**src/rtl/trap_entry_pkg.sv**
```systemverilog
package trap_entry_pkg;

  localparam logic [1:0] PRIV_U = 2'b00;
  localparam logic [1:0] PRIV_S = 2'b01;
  localparam logic [1:0] PRIV_M = 2'b11;

  // status field positions decoded by the rest of the hart
  localparam int ST_SIE  = 1;
  localparam int ST_MIE  = 3;
  localparam int ST_SPIE = 5;
  localparam int ST_MPIE = 7;
  localparam int ST_SPP  = 8;
  localparam int ST_MPP  = 11;

  localparam int ECALL_CODE = 8;

  // causes that carry a faulting address in the trap-value register
  localparam int N_ADDR_CAUSES = 9;
  localparam int ADDR_CAUSES [N_ADDR_CAUSES] = '{0, 1, 4, 5, 6, 7, 12, 13, 15};

  // delegation is possible from user or supervisor only
  function automatic logic may_delegate(input logic [1:0] priv);
    return (priv == PRIV_U) || (priv == PRIV_S);
  endfunction

endpackage

```
**src/rtl/trap_cause_unit.sv**
```systemverilog
module trap_cause_unit
  import trap_entry_pkg::*;
#(
  parameter int XLEN = 32
) (
  input  logic            is_irq,
  input  logic [XLEN-2:0] code,
  input  logic [1:0]      priv,
  output logic [XLEN-1:0] fixed_cause,
  output logic [XLEN-1:0] deleg_idx,
  output logic            has_tval
);

  logic [XLEN-1:0] code_ext;
  logic [N_ADDR_CAUSES-1:0] addr_hit;

  assign code_ext = {1'b0, code};

  // one comparator per address-carrying cause
  for (genvar g = 0; g < N_ADDR_CAUSES; g++) begin : g_addr_match
    assign addr_hit[g] = (code_ext == XLEN'(ADDR_CAUSES[g]));
  end

  always_comb begin
    deleg_idx = code_ext;
    if (!is_irq && code_ext == XLEN'(ECALL_CODE))
      deleg_idx = XLEN'(ECALL_CODE) + XLEN'(priv);
    fixed_cause = deleg_idx;
    fixed_cause[XLEN-1] = is_irq;
    has_tval = !is_irq && (|addr_hit);
  end

endmodule

```
**src/rtl/trap_route.sv**
```systemverilog
module trap_route
  import trap_entry_pkg::*;
#(
  parameter int XLEN = 32
) (
  input  logic            is_irq,
  input  logic [XLEN-1:0] deleg_idx,
  input  logic [1:0]      priv,
  input  logic [XLEN-1:0] exc_deleg,
  input  logic [XLEN-1:0] irq_deleg,
  output logic            to_s
);

  localparam int IDX_W = $clog2(XLEN);

  logic [XLEN-1:0] mask;
  logic            in_range;
  logic            bit_set;

  always_comb begin
    mask     = is_irq ? irq_deleg : exc_deleg;
    in_range = deleg_idx < XLEN'(XLEN);
    bit_set  = in_range && mask[deleg_idx[IDX_W-1:0]];
    to_s     = may_delegate(priv) && bit_set;
  end

endmodule

```
**src/rtl/trap_status_update.sv**
```systemverilog
module trap_status_update
  import trap_entry_pkg::*;
#(
  parameter int XLEN = 32
) (
  input  logic [XLEN-1:0] status,
  input  logic [1:0]      priv,
  input  logic            to_s,
  output logic [XLEN-1:0] status_out
);

  always_comb begin
    status_out = status;
    if (to_s) begin
      status_out[ST_SPIE] = status[ST_SIE];
      status_out[ST_SPP]  = priv[0];
      status_out[ST_SIE]  = 1'b0;
    end else begin
      status_out[ST_MPIE]          = status[ST_MIE];
      status_out[ST_MPP+1:ST_MPP]  = priv;
      status_out[ST_MIE]           = 1'b0;
    end
  end

endmodule

```
**src/rtl/trap_entry_ctrl.sv**
```systemverilog
module trap_entry_ctrl
  import trap_entry_pkg::*;
#(
  parameter int          XLEN     = 32,
  parameter logic [31:0] RESET_PC = 32'h0
) (
  input  logic            clk,
  input  logic            rst_n,
  input  logic            trap_valid,
  input  logic            trap_is_irq,
  input  logic [XLEN-2:0] trap_code,
  input  logic [XLEN-1:0] trap_pc,
  input  logic [XLEN-1:0] trap_addr,
  input  logic [1:0]      cur_priv,
  input  logic [XLEN-1:0] cur_status,
  input  logic [XLEN-1:0] exc_deleg,
  input  logic [XLEN-1:0] irq_deleg,
  input  logic [XLEN-1:0] s_vec_base,
  input  logic [XLEN-1:0] m_vec_base,
  output logic [XLEN-1:0] nxt_pc,
  output logic [1:0]      nxt_priv,
  output logic [XLEN-1:0] nxt_status,
  output logic            s_wr,
  output logic [XLEN-1:0] s_cause,
  output logic [XLEN-1:0] s_epc,
  output logic [XLEN-1:0] s_tval,
  output logic            m_wr,
  output logic [XLEN-1:0] m_cause,
  output logic [XLEN-1:0] m_epc,
  output logic [XLEN-1:0] m_tval
);

  // named internal events
  logic [XLEN-1:0] fixed_cause;
  logic [XLEN-1:0] deleg_idx;
  logic            has_tval;
  logic            route_to_s;
  logic [XLEN-1:0] status_upd;
  logic [XLEN-1:0] tval_val;

  trap_cause_unit #(.XLEN(XLEN)) u_cause (
    .is_irq      (trap_is_irq),
    .code        (trap_code),
    .priv        (cur_priv),
    .fixed_cause (fixed_cause),
    .deleg_idx   (deleg_idx),
    .has_tval    (has_tval)
  );

  trap_route #(.XLEN(XLEN)) u_route (
    .is_irq    (trap_is_irq),
    .deleg_idx (deleg_idx),
    .priv      (cur_priv),
    .exc_deleg (exc_deleg),
    .irq_deleg (irq_deleg),
    .to_s      (route_to_s)
  );

  trap_status_update #(.XLEN(XLEN)) u_status (
    .status     (cur_status),
    .priv       (cur_priv),
    .to_s       (route_to_s),
    .status_out (status_upd)
  );

  assign tval_val = has_tval ? trap_addr : '0;

  always_ff @(posedge clk) begin
    if (!rst_n) begin
      nxt_pc     <= XLEN'(RESET_PC);
      nxt_priv   <= PRIV_M;
      nxt_status <= '0;
      s_wr       <= 1'b0;
      m_wr       <= 1'b0;
      s_cause    <= '0;
      s_epc      <= '0;
      s_tval     <= '0;
      m_cause    <= '0;
      m_epc      <= '0;
      m_tval     <= '0;
    end else begin
      s_wr <= trap_valid && route_to_s;
      m_wr <= trap_valid && !route_to_s;
      if (trap_valid) begin
        nxt_status <= status_upd;
        if (route_to_s) begin
          nxt_pc   <= s_vec_base;
          nxt_priv <= PRIV_S;
          s_cause  <= fixed_cause;
          s_epc    <= trap_pc;
          s_tval   <= tval_val;
        end else begin
          nxt_pc   <= m_vec_base;
          nxt_priv <= PRIV_M;
          m_cause  <= fixed_cause;
          m_epc    <= trap_pc;
          m_tval   <= tval_val;
        end
      end
    end
  end

  // ---------------- assertions ----------------
  assert_reset_quiet_R1: assert property (@(posedge clk)
    !rst_n |=> (!s_wr && !m_wr && nxt_priv == PRIV_M));

  assert_one_bank_R6: assert property (@(posedge clk) disable iff (!rst_n)
    trap_valid |=> (s_wr ^ m_wr));

  assert_bank_onehot_R6: assert property (@(posedge clk) disable iff (!rst_n)
    $onehot0({s_wr, m_wr}));

  assert_vec_pc_R6: assert property (@(posedge clk) disable iff (!rst_n)
    trap_valid |=> (nxt_pc == (s_wr ? $past(s_vec_base) : $past(m_vec_base))));

  assert_epc_R6: assert property (@(posedge clk) disable iff (!rst_n)
    trap_valid |=> ((s_wr ? s_epc : m_epc) == $past(trap_pc)));

  assert_irq_msb_R2: assert property (@(posedge clk) disable iff (!rst_n)
    trap_valid |=> ((s_wr ? s_cause[XLEN-1] : m_cause[XLEN-1]) == $past(trap_is_irq)));

  assert_machine_stays_R5: assert property (@(posedge clk) disable iff (!rst_n)
    (trap_valid && cur_priv == PRIV_M) |=> m_wr);

  assert_irq_no_tval_R7: assert property (@(posedge clk) disable iff (!rst_n)
    (trap_valid && trap_is_irq) |=> ((s_wr ? s_tval : m_tval) == '0));

  assert_s_ie_clear_R8: assert property (@(posedge clk) disable iff (!rst_n)
    s_wr |-> (!nxt_status[ST_SIE] && nxt_status[ST_SPIE] == $past(cur_status[ST_SIE])));

  assert_m_ie_clear_R9: assert property (@(posedge clk) disable iff (!rst_n)
    m_wr |-> (!nxt_status[ST_MIE] && nxt_status[ST_MPP+1:ST_MPP] == $past(cur_priv)));

  assert_priv_follows_R10: assert property (@(posedge clk) disable iff (!rst_n)
    (s_wr || m_wr) |-> (nxt_priv == (s_wr ? PRIV_S : PRIV_M)));

  assert_idle_hold_R11: assert property (@(posedge clk) disable iff (!rst_n)
    (!trap_valid && !s_wr && !m_wr) |=> (!s_wr && !m_wr && $stable(nxt_pc) && $stable(nxt_status)));

endmodule

```
**config.mk**
```make
export PLATFORM = sky130hd
export DESIGN_NAME = trap_entry_ctrl
export DESIGN_NICKNAME = d
export VERILOG_FILES = /design/src/rtl/trap_entry_pkg.sv /design/src/rtl/trap_cause_unit.sv /design/src/rtl/trap_route.sv /design/src/rtl/trap_status_update.sv /design/src/rtl/trap_entry_ctrl.sv
export SDC_FILE = /design/constraint.sdc
export NUM_CORES = 1
export LEC_CHECK = 0
export CORE_AREA = 10 10 197 199
export CTS_BUF_LIST = sky130_fd_sc_hd__clkbuf_2 sky130_fd_sc_hd__clkbuf_4 sky130_fd_sc_hd__clkbuf_8
export CTS_CLUSTER_DIAMETER = 100
export DETAILED_ROUTE_END_ITERATION = 8
export DIE_AREA = 0 0 207 209
export GPL_ROUTABILITY_DRIVEN = 0
export HOLD_SLACK_MARGIN = 0.12
export PLACE_DENSITY_LB_ADDON = 0.1
export SYNTH_ARGS = -nofsm -noshare
export SYNTH_HDL_FRONTEND = slang
export SYNTH_SLANG_ARGS = --single-unit
```
**constraint.sdc**
```tcl
create_clock -name clk -period 6.2 [get_ports clk]
set_input_delay 1.24 -clock clk [delete_from_list [all_inputs] [get_ports clk]]
set_output_delay 1.24 -clock clk [all_outputs]
set_load 0.02 [all_outputs]
```
==> out/qor.txt, run 1 <==
CTS root buf: clkbuf_8
Initial antenna violation count: 3
Hold Path Class: reg -> reg
Worst R2R Setup Slack: 5.45 ns
Clock sinks: 259
Clk_lat worst skew: 0.58 ns
Post-CTS Resized: 0
ANT nets after route: 0
Syn avg cell area: 9.525 um^2
Kind of critical path: in -> reg
Critical Path AT: 5.24 ns
Worst setup path start: trap_code[11]
Final Skew: 0 ns
Crit Path Max Fanout: 26
CP startpoint kind: input pin
Number of synthesized flops with an enable pin: 0
Fin. Hold Viols: 0
Max cap viols: 0
Pins Over Slew Limit: 0
Worst r2r src: nxt_status[1]
Multi-input combinational cell area: 5333 um^2
Worst hold slack: 0.4525 ns
Die Width: 207 um
Core area: 35050 um^2
Finish-stage setup viols: 0
Tmin final: 4.786 ns
Sequential share of the synthesized area: 46.85%
Pwr/cell area: 230.2 nW/um^2
Mapped Area: 11070 um^2
Worst vdd ir: 0.0001945 V
All-layer global routing usage: 20.25%
# rows: 69
Finished Core Util: 49.66%
Area share of the largest cell type after synthesis: 46.85%
R2r worst-path depth: 2
Synth-to-Final Area Change: 57.26%
CTS tree: built
Worst r2r dst: nxt_status[1]
Wire length per cell: 21.58 um
FMAX: 0.2089 GHz
DR pass1 iterations: 5
Unrepaired setup endpoints after global routing: no
DRC viols: 0
FF/Latch Area: 5185 um^2
Leak Pwr: 0.006643 uW
Async S/R FF share, synth: 0%
Die Y-Extent: 209 um
Tcrit/Tclk final: 77.20%
Layout cell share with drive strength beyond 1: 7.403%
Initial Util: 31.58%
Fillers: 3309
Clock buffer depth: 3
Count leader, synth: nand2_1
Input/output buffers: 519
Gate count after technology mapping: 1162
First DRT Iteration DRCs: 521
Actual slew at the worst max-slew pin: 1.021 ns
Top FF cell, synth: dfxtp_1
IO Count: 521
Synth unique cells: 57
Pre-CTS setup slack: 0.9531 ns
Vias in the first global route: 10640
Via density: 4.836
H-Tree Level Count: 2
Post-DP HPWL: 33940 um
Total CTS buffers: 47
Crit path required time: 6.66 ns
Fin cells: 2139
Top post-synthesis cells by area: dfxtp_1 (47%), mux2i_1 (18%), nand2_1 (9.2%)
Post-CTS Setup Bufs: 0
Die ar.: 43260 um^2
Setup WS post-layout: 1.414 ns
Routed wire length: 46170 um
Synth Warn #: 0
Largest area contributor in the netlist: dfxtp_1
#FFs+latches synth: 259
Synth Net Count: 1423
Dpl cells: 2056
First-pass GRT wire length: 68590 um
Layout Nets: 1905
CP Capture Type: flip-flop
Cts hold-fix bufs: 0
Vias: 10340
Final TNS setup: 0 ns
GRT overflow: 0
Top cells by count, synth: nand2_1 (271), dfxtp_1 (259), mux2i_1 (202), nor2_1 (103), clkbuf_1 (64)
CP endpoint: s_cause[11]
Pin count of the biggest net entering global routing: 145
Slew margin rel.: 31.70%
Worst-path clk slew: 0.05 ns
Status: complete, no violations
==> registers in the layout (all words and copies together) (netlist names) <==
name	flops
m_wr	1
s_cause	32
m_epc	32
nxt_priv	1
nxt_status	32
s_wr	1
nxt_pc	32
m_cause	32
s_tval	32
s_epc	32
m_tval	32
==> worst max-delay path, stage by stage <==
cell,delay (ns)
clkdlybuf4s50_1,0.42
nor4_1,0.71
nand3_1,0.37
o31a_1,0.34
a311oi_1,0.43
o22a_1,0.37
nand4_1,0.80
and3_1,0.55
==> cells by family (layout without fill, tap and decap cells) <==
group	after synthesis	in the layout	share of synthesized area (%)
muxes	218	218	20.57
AOI/OAI and AO/OA	117	117	9.202
DFF	259	259	46.85
buffers and inverters	109	622	5.494
other	1	4	0.03388
and+or+nand+nor	458	458	17.85
==> layout make-up <==
type | instances | share of cell area (%)
well taps | 461 | 3.314
clock buffers | 75 | 5.284
multi-input cells | 794 | 30.64
diodes | 3 | 0.04313
clock inverters | 5 | 0.1797
repair buffers | 533 | 30.56
inverters | 9 | 0.1941
flip-flops and latches | 259 | 29.79
==> per-layer routing <==
layer	up-vias	global-route usage (%)	part of all wire, %
met5	-	0	0.048
met3	50	7.754	8.6
met1	4862	23.32	41
li1	5034	-	-
met2	394	34.01	48
met4	4	6.292	1.8
==> metrics by stage <==
step / total power, uW / area [um^2]
after global routing: 4190 / 17400
after global placement: 2390 / 16450
after detailed placement: 2395 / 16450
after floorplan: 2047 / 11070
after CTS: 4079 / 17400
final: 4007 / 17410
==> layout by cell type (no fill, tap or decap), types with 3 or more instances in the layout <==
cell             count
and3_1              27
or4_1                3
mux2_2               8
a311o_1             34
o21ai_0             11
a21oi_1              4
mux4_2               4
a31oi_1              3
diode_2              3
nor3_1              13
nand4_1              3
clkdlybuf4s50_1    516
dfxtp_1            259
clkbuf_4            18
o2111ai_1            4
a311oi_1             3
clkbuf_8            58
nor2b_1              3
nand3_1              7
mux2i_1            202
nand2b_1             5
o21ai_1              4
inv_1                7
o311a_1             34
nor2_1             103
nor4_2               3
nand2_1            271
buf_4               12
clkinv_2             4
nor4_1               7
==> report_power, final <==
part           switching, uW  leakage [uW]  internal, uW  total (uW)
logic                    287       0.00402           321         608
clock network            719      0.000514           934        1650
registers               27.0       0.00211          1720        1750
total                   1030       0.00664          2970        4010
==> worst min-delay path by stage <==
| stage | depth (start not counted) | slack, ns | startpoint | end |
|---|---|---|---|---|
| global placement | 2 | 0.44 | s_tval[11] | s_tval[11] |
| finish | 2 | 0.45 | s_tval[25] | s_tval[25] |
| global route | 2 | 0.47 | s_epc[1] | s_epc[1] |
| detailed placement | 2 | 0.45 | m_cause[20] | m_cause[20] |
| floorplan | 2 | 0.53 | m_cause[0] | m_cause[0] |
| CTS | 2 | 0.46 | m_cause[28] | m_cause[28] |
(Power assumes the default switching activity.)
==> run 2: changes to the inputs <==
Settings changed: CORE_AREA 10 10 197 199 to 10 10 193 195, DIE_AREA 0 0 207 209 to 0 0 203 205.
Clock period 6.2 ns to 4 ns, I/O delays scaled along.
==> out/qor.txt, run 2 (synthesis results as in run 1) <==
Status: complete, no violations
Routed wire length: 45750 um
Synth-to-Final Area Change: 62.94%
Clock sinks: 259
Commonest non-fill, non-tap cell in the layout: clkdlybuf4s50_1
# rows: 67
Vias in the first global route: 11060
Critical Path AT: 4.15 ns
Crit Path Max Fanout: 6
Final Skew: 0 ns
HP Start: m_tval[27]
Post-DP HPWL: 35260 um
Layout Nets: 1968
Finished Core Util: 54.19%
Pwr/cell area: 343.1 nW/um^2
Total CTS buffers: 46
FMAX: 0.2716 GHz
Setup WS post-layout: 0.3182 ns
Worst r2r src: nxt_pc[25]
CP Capture Type: flip-flop
All-layer global routing usage: 20.73%
Leak Pwr: 0.006995 uW
Final TNS setup: 0 ns
Fin. Hold Viols: 0
CP startpoint kind: input pin
Tcrit/Tclk final: 92.05%
Worst setup path start: trap_code[23]
CTS tree: built
Core area: 33280 um^2
Worst vdd ir: 0.0002331 V
IO Count: 521
Die Width: 203 um
Die Y-Extent: 205 um
Tmin final: 3.682 ns
Worst-path clk slew: 0.06 ns
ANT nets after route: 0
Initial Util: 33.26%
Most frequent cells in the layout: clkdlybuf4s50_1 (516), nand2_1 (271), dfxtp_1 (259)
Crit path required time: 4.47 ns
Die ar.: 41620 um^2
Vias: 10580
Overall power: 6189 uW
Layout cell share with drive strength beyond 1: 10.61%
Dpl cells: 2107
Initial antenna violation count: 3
First-pass GRT wire length: 67670 um
Via density: 4.845
Finish-stage setup viols: 0
Wire length per cell: 20.95 um
Slew margin rel.: 21.65%
Fin cells: 2184
Max cap viols: 0
Pin count of the biggest net entering global routing: 191
Unrepaired setup endpoints after global routing: no
Pins Over Slew Limit: 0
Pre-CTS setup slack: -0.3187 ns
DR pass1 iterations: 5
DRC viols: 0
Clk_lat worst skew: 0.56 ns
GRT overflow: 0
Kind of critical path: in -> reg
H-Tree Level Count: 2
First DRT Iteration DRCs: 499
Actual slew at the worst max-slew pin: 1.175 ns
CTS root buf: clkbuf_8
Hold Path Class: reg -> reg
Clock buffer depth: 3
Input/output buffers: 519
==> run 2: cell types whose count changed in the layout (fill, tap and decap cells not counted), sizes merged <==
cell and change:
clkinvlp +1, clkbuf -4, buf +64, clkinv -2, diode -1
==> run 2: critical path, cell delays in order <==
cell and delay (ns):
clkdlybuf4s50_1 0.48, nor4_2 0.40, nand4_2 0.32, buf_4 0.25, nor2_1 0.13, o2111ai_1 0.22, or4_4 0.56, nor4_4 0.34
buf_4 0.25, buf_4 0.19, mux2i_1 0.20
==> run 2: worst paths after layout <==
kind,end,slack (ns),cells past startpoint
max,s_epc[28],0.32,11
min,m_tval[27],0.46,2
max reg2reg,nxt_pc[25],3.22,3
min reg2reg,m_tval[27],0.46,2
==> run 2: timing repair <==
action,in CTS,in global routing
resized for setup,0,1
setup buffers,0,0
setup endpoints to repair,0,5
hold buffers,0,0
==> run 2: area by class of cell <==
cell class,instances,area [um^2]
diodes,2,5.005
clock buffers,71,883.3
clock inverters,4,28.78
fillers,3074,15250
inverters,9,33.78
multi-input cells,794,5339
flip-flops and latches,259,5185
well taps,448,560.5
repair buffers,597,6000
==> run 2: power breakdown <==
| part | leakage, uW | internal [uW] | switching (uW) |
|---|---|---|---|
| Sequential | 0.00211 | 2660 | 43.0 |
| Clock | 0.000486 | 1390 | 1100 |
| Combinational | 0.00440 | 533 | 454 |
==> run 2: per-stage QoR <==
| step | cell area, um^2 | hold slack, ns |
|---|---|---|
| global placement | 17110 | 0.4411 |
| floorplan | 11070 | 0.5332 |
| global route | 18030 | 0.4714 |
| finish | 18030 | 0.4554 |
| CTS | 18020 | 0.4566 |
| detailed placement | 17110 | 0.4454 |
==> run 2: metal layers <==
| layer | part of all wire [%] | global-route usage, % | routed length, um | vias up |
|---|---|---|---|---|
| met5 | 0.050 | 0 | 23 | - |
| met4 | 1.7 | 5.009 | 800 | 4 |
| met3 | 9.5 | 8.198 | 4334 | 63 |
| met2 | 50 | 36.69 | 22740 | 387 |
| met1 | 39 | 22.83 | 17850 | 4971 |
| li1 | - | - | - | 5157 |
==> run 3: changes to the inputs <==
Settings changed: CTS_CLUSTER_SIZE from default to 30.
==> out/qor.txt, run 3 (synthesis results as in run 1) <==
Layout Nets: 1935
Most frequent cells in the layout: clkdlybuf4s50_1 (516), nand2_1 (271), dfxtp_1 (259)
Status: complete, no violations
Worst vdd ir: 0.0002674 V
Critical Path AT: 4.30 ns
Leak Pwr: 0.006632 uW
IO Count: 521
All-layer global routing usage: 20.26%
Post-CTS Setup Bufs: 0
Hold Path Class: reg -> reg
FF/Latch Area: 5185 um^2
Core area: 33280 um^2
Post-CTS Resized: 0
Post-DP HPWL: 35260 um
Routed wire length: 44880 um
Worst-path clk slew: 0.17 ns
Clock sinks: 259
Pin count of the biggest net entering global routing: 191
Pre-CTS setup slack: -0.3187 ns
Overall power: 4896 uW
Die Y-Extent: 205 um
Pins Over Slew Limit: 0
Final Skew: 0 ns
Vias: 10320
Total CTS buffers: 13
Switching share of power: 27.76%
Kind of critical path: in -> reg
H-Tree Level Count: 1
P_sw: 1359 uW
CP Capture Type: flip-flop
Cts hold-fix bufs: 0
Die ar.: 41620 um^2
DR pass1 iterations: 5
Finish-stage setup viols: 0
FMAX: 0.2611 GHz
Max cap viols: 0
Wire length per cell: 21.11 um
Input/output buffers: 519
Initial Util: 33.26%
Finished Core Util: 52.13%
Fin. Hold Viols: 0
Layout cell share with drive strength beyond 1: 7.569%
Clk network pwr share: 24.6%
Reg power frac: 55.3%
CTS root buf: clkbuf_8
First-pass GRT wire length: 66120 um
DRC viols: 0
Crit Path Max Fanout: 17
Actual slew at the worst max-slew pin: 1.183 ns
Unrepaired setup endpoints after global routing: no
Clk_lat worst skew: 0.56 ns
Tcrit/Tclk final: 95.77%
First DRT Iteration DRCs: 504
CP startpoint kind: input pin
Crit path required time: 4.47 ns
GRT overflow: 0
ANT nets after route: 0
Fillers: 3128
Slew margin rel.: 21.16%
Vias in the first global route: 10630
CTS tree: built
Tmin final: 3.831 ns
Setup WS post-layout: 0.1693 ns
Initial antenna violation count: 4
Diodes inserted: 0
Multi-input combinational cell area: 5333 um^2
# rows: 67
Commonest non-fill, non-tap cell in the layout: clkdlybuf4s50_1
Clock buffer depth: 3
Die Width: 203 um
Combinational power share: 20.1%
Pwr/cell area: 282.2 nW/um^2
Internal Dissipation: 3537 uW
Synth-to-Final Area Change: 56.74%
Hold depth: 2
R2r worst-path depth: 3
Via density: 4.852
-- run 3: cell count changes in the layout (fill, tap and decap cells not counted) --
cell,delta
clkinv_4,+2
nor4_2,-1
nor4_1,+1
clkbuf_8,-43
inv_12,+1
clkinv_2,-1
clkbuf_4,-14
diode_2,-2
clkinvlp_4,-1
-- run 3: metal layers --
layer	track usage, %	routed length (um)
met1	22.81	17640
met2	36.13	22470
met3	7.629	4154
met4	3.491	569
met5	0	46
-- run 3: critical path: stages --
cell and delay [ns]:
clkdlybuf4s50_1 0.43, nor4_1 0.67, buf_4 0.23, nand3_1 0.15, nor4_1 0.26, o2111ai_1 0.23, or4_4 0.56, nor4_4 0.34
buf_4 0.23, buf_12 0.19, mux2i_1 0.20
-- run 3: power groups by stage --
| stage | combinational (uW) | sequential (uW) | clock (uW) |
|---|---|---|---|
| global placement | 990 | 2760 | 0 |
| detailed placement | 992 | 2760 | 0 |
| CTS | 996 | 2710 | 1270 |
| floorplan | 316 | 2860 | 0 |
| global route | 1050 | 2720 | 1350 |
| finish | 985 | 2710 | 1200 |
-- run 3: area by class of cell --
| cell class | instances | area share [%] |
|---|---|---|
| clock inverter | 5 | 0.2885 |
| multi-input combinational | 794 | 30.74 |
| inverter | 9 | 0.1947 |
| clock buffer | 14 | 1.075 |
| tap | 448 | 3.231 |
| timing repair buffer | 597 | 34.58 |
| sequential | 259 | 29.89 |
-- run 3: worst paths after layout --
| kind | from | endpoint | slack [ns] |
|---|---|---|---|
| setup / recovery | trap_code[15] | s_tval[16] | 0.17 |
| hold / removal | m_tval[27] | m_tval[27] | 0.47 |
| setup reg to reg | nxt_pc[15] | nxt_pc[15] | 3.21 |
| hold reg to reg | m_tval[27] | m_tval[27] | 0.47 |
-- run 3: stage by stage --
step,TNS (ns),std cells,area [um^2],hold slack [ns]
4_1_cts,0,2126,17350,0.4700
5_1_grt,0,2126,17350,0.4862
3_3_place_gp,-43.84,2107,17110,0.4411
2_1_floorplan,0,1162,11070,0.5332
6_report,0,2126,17350,0.4684
3_5_place_dp,-42.11,2107,17110,0.4454
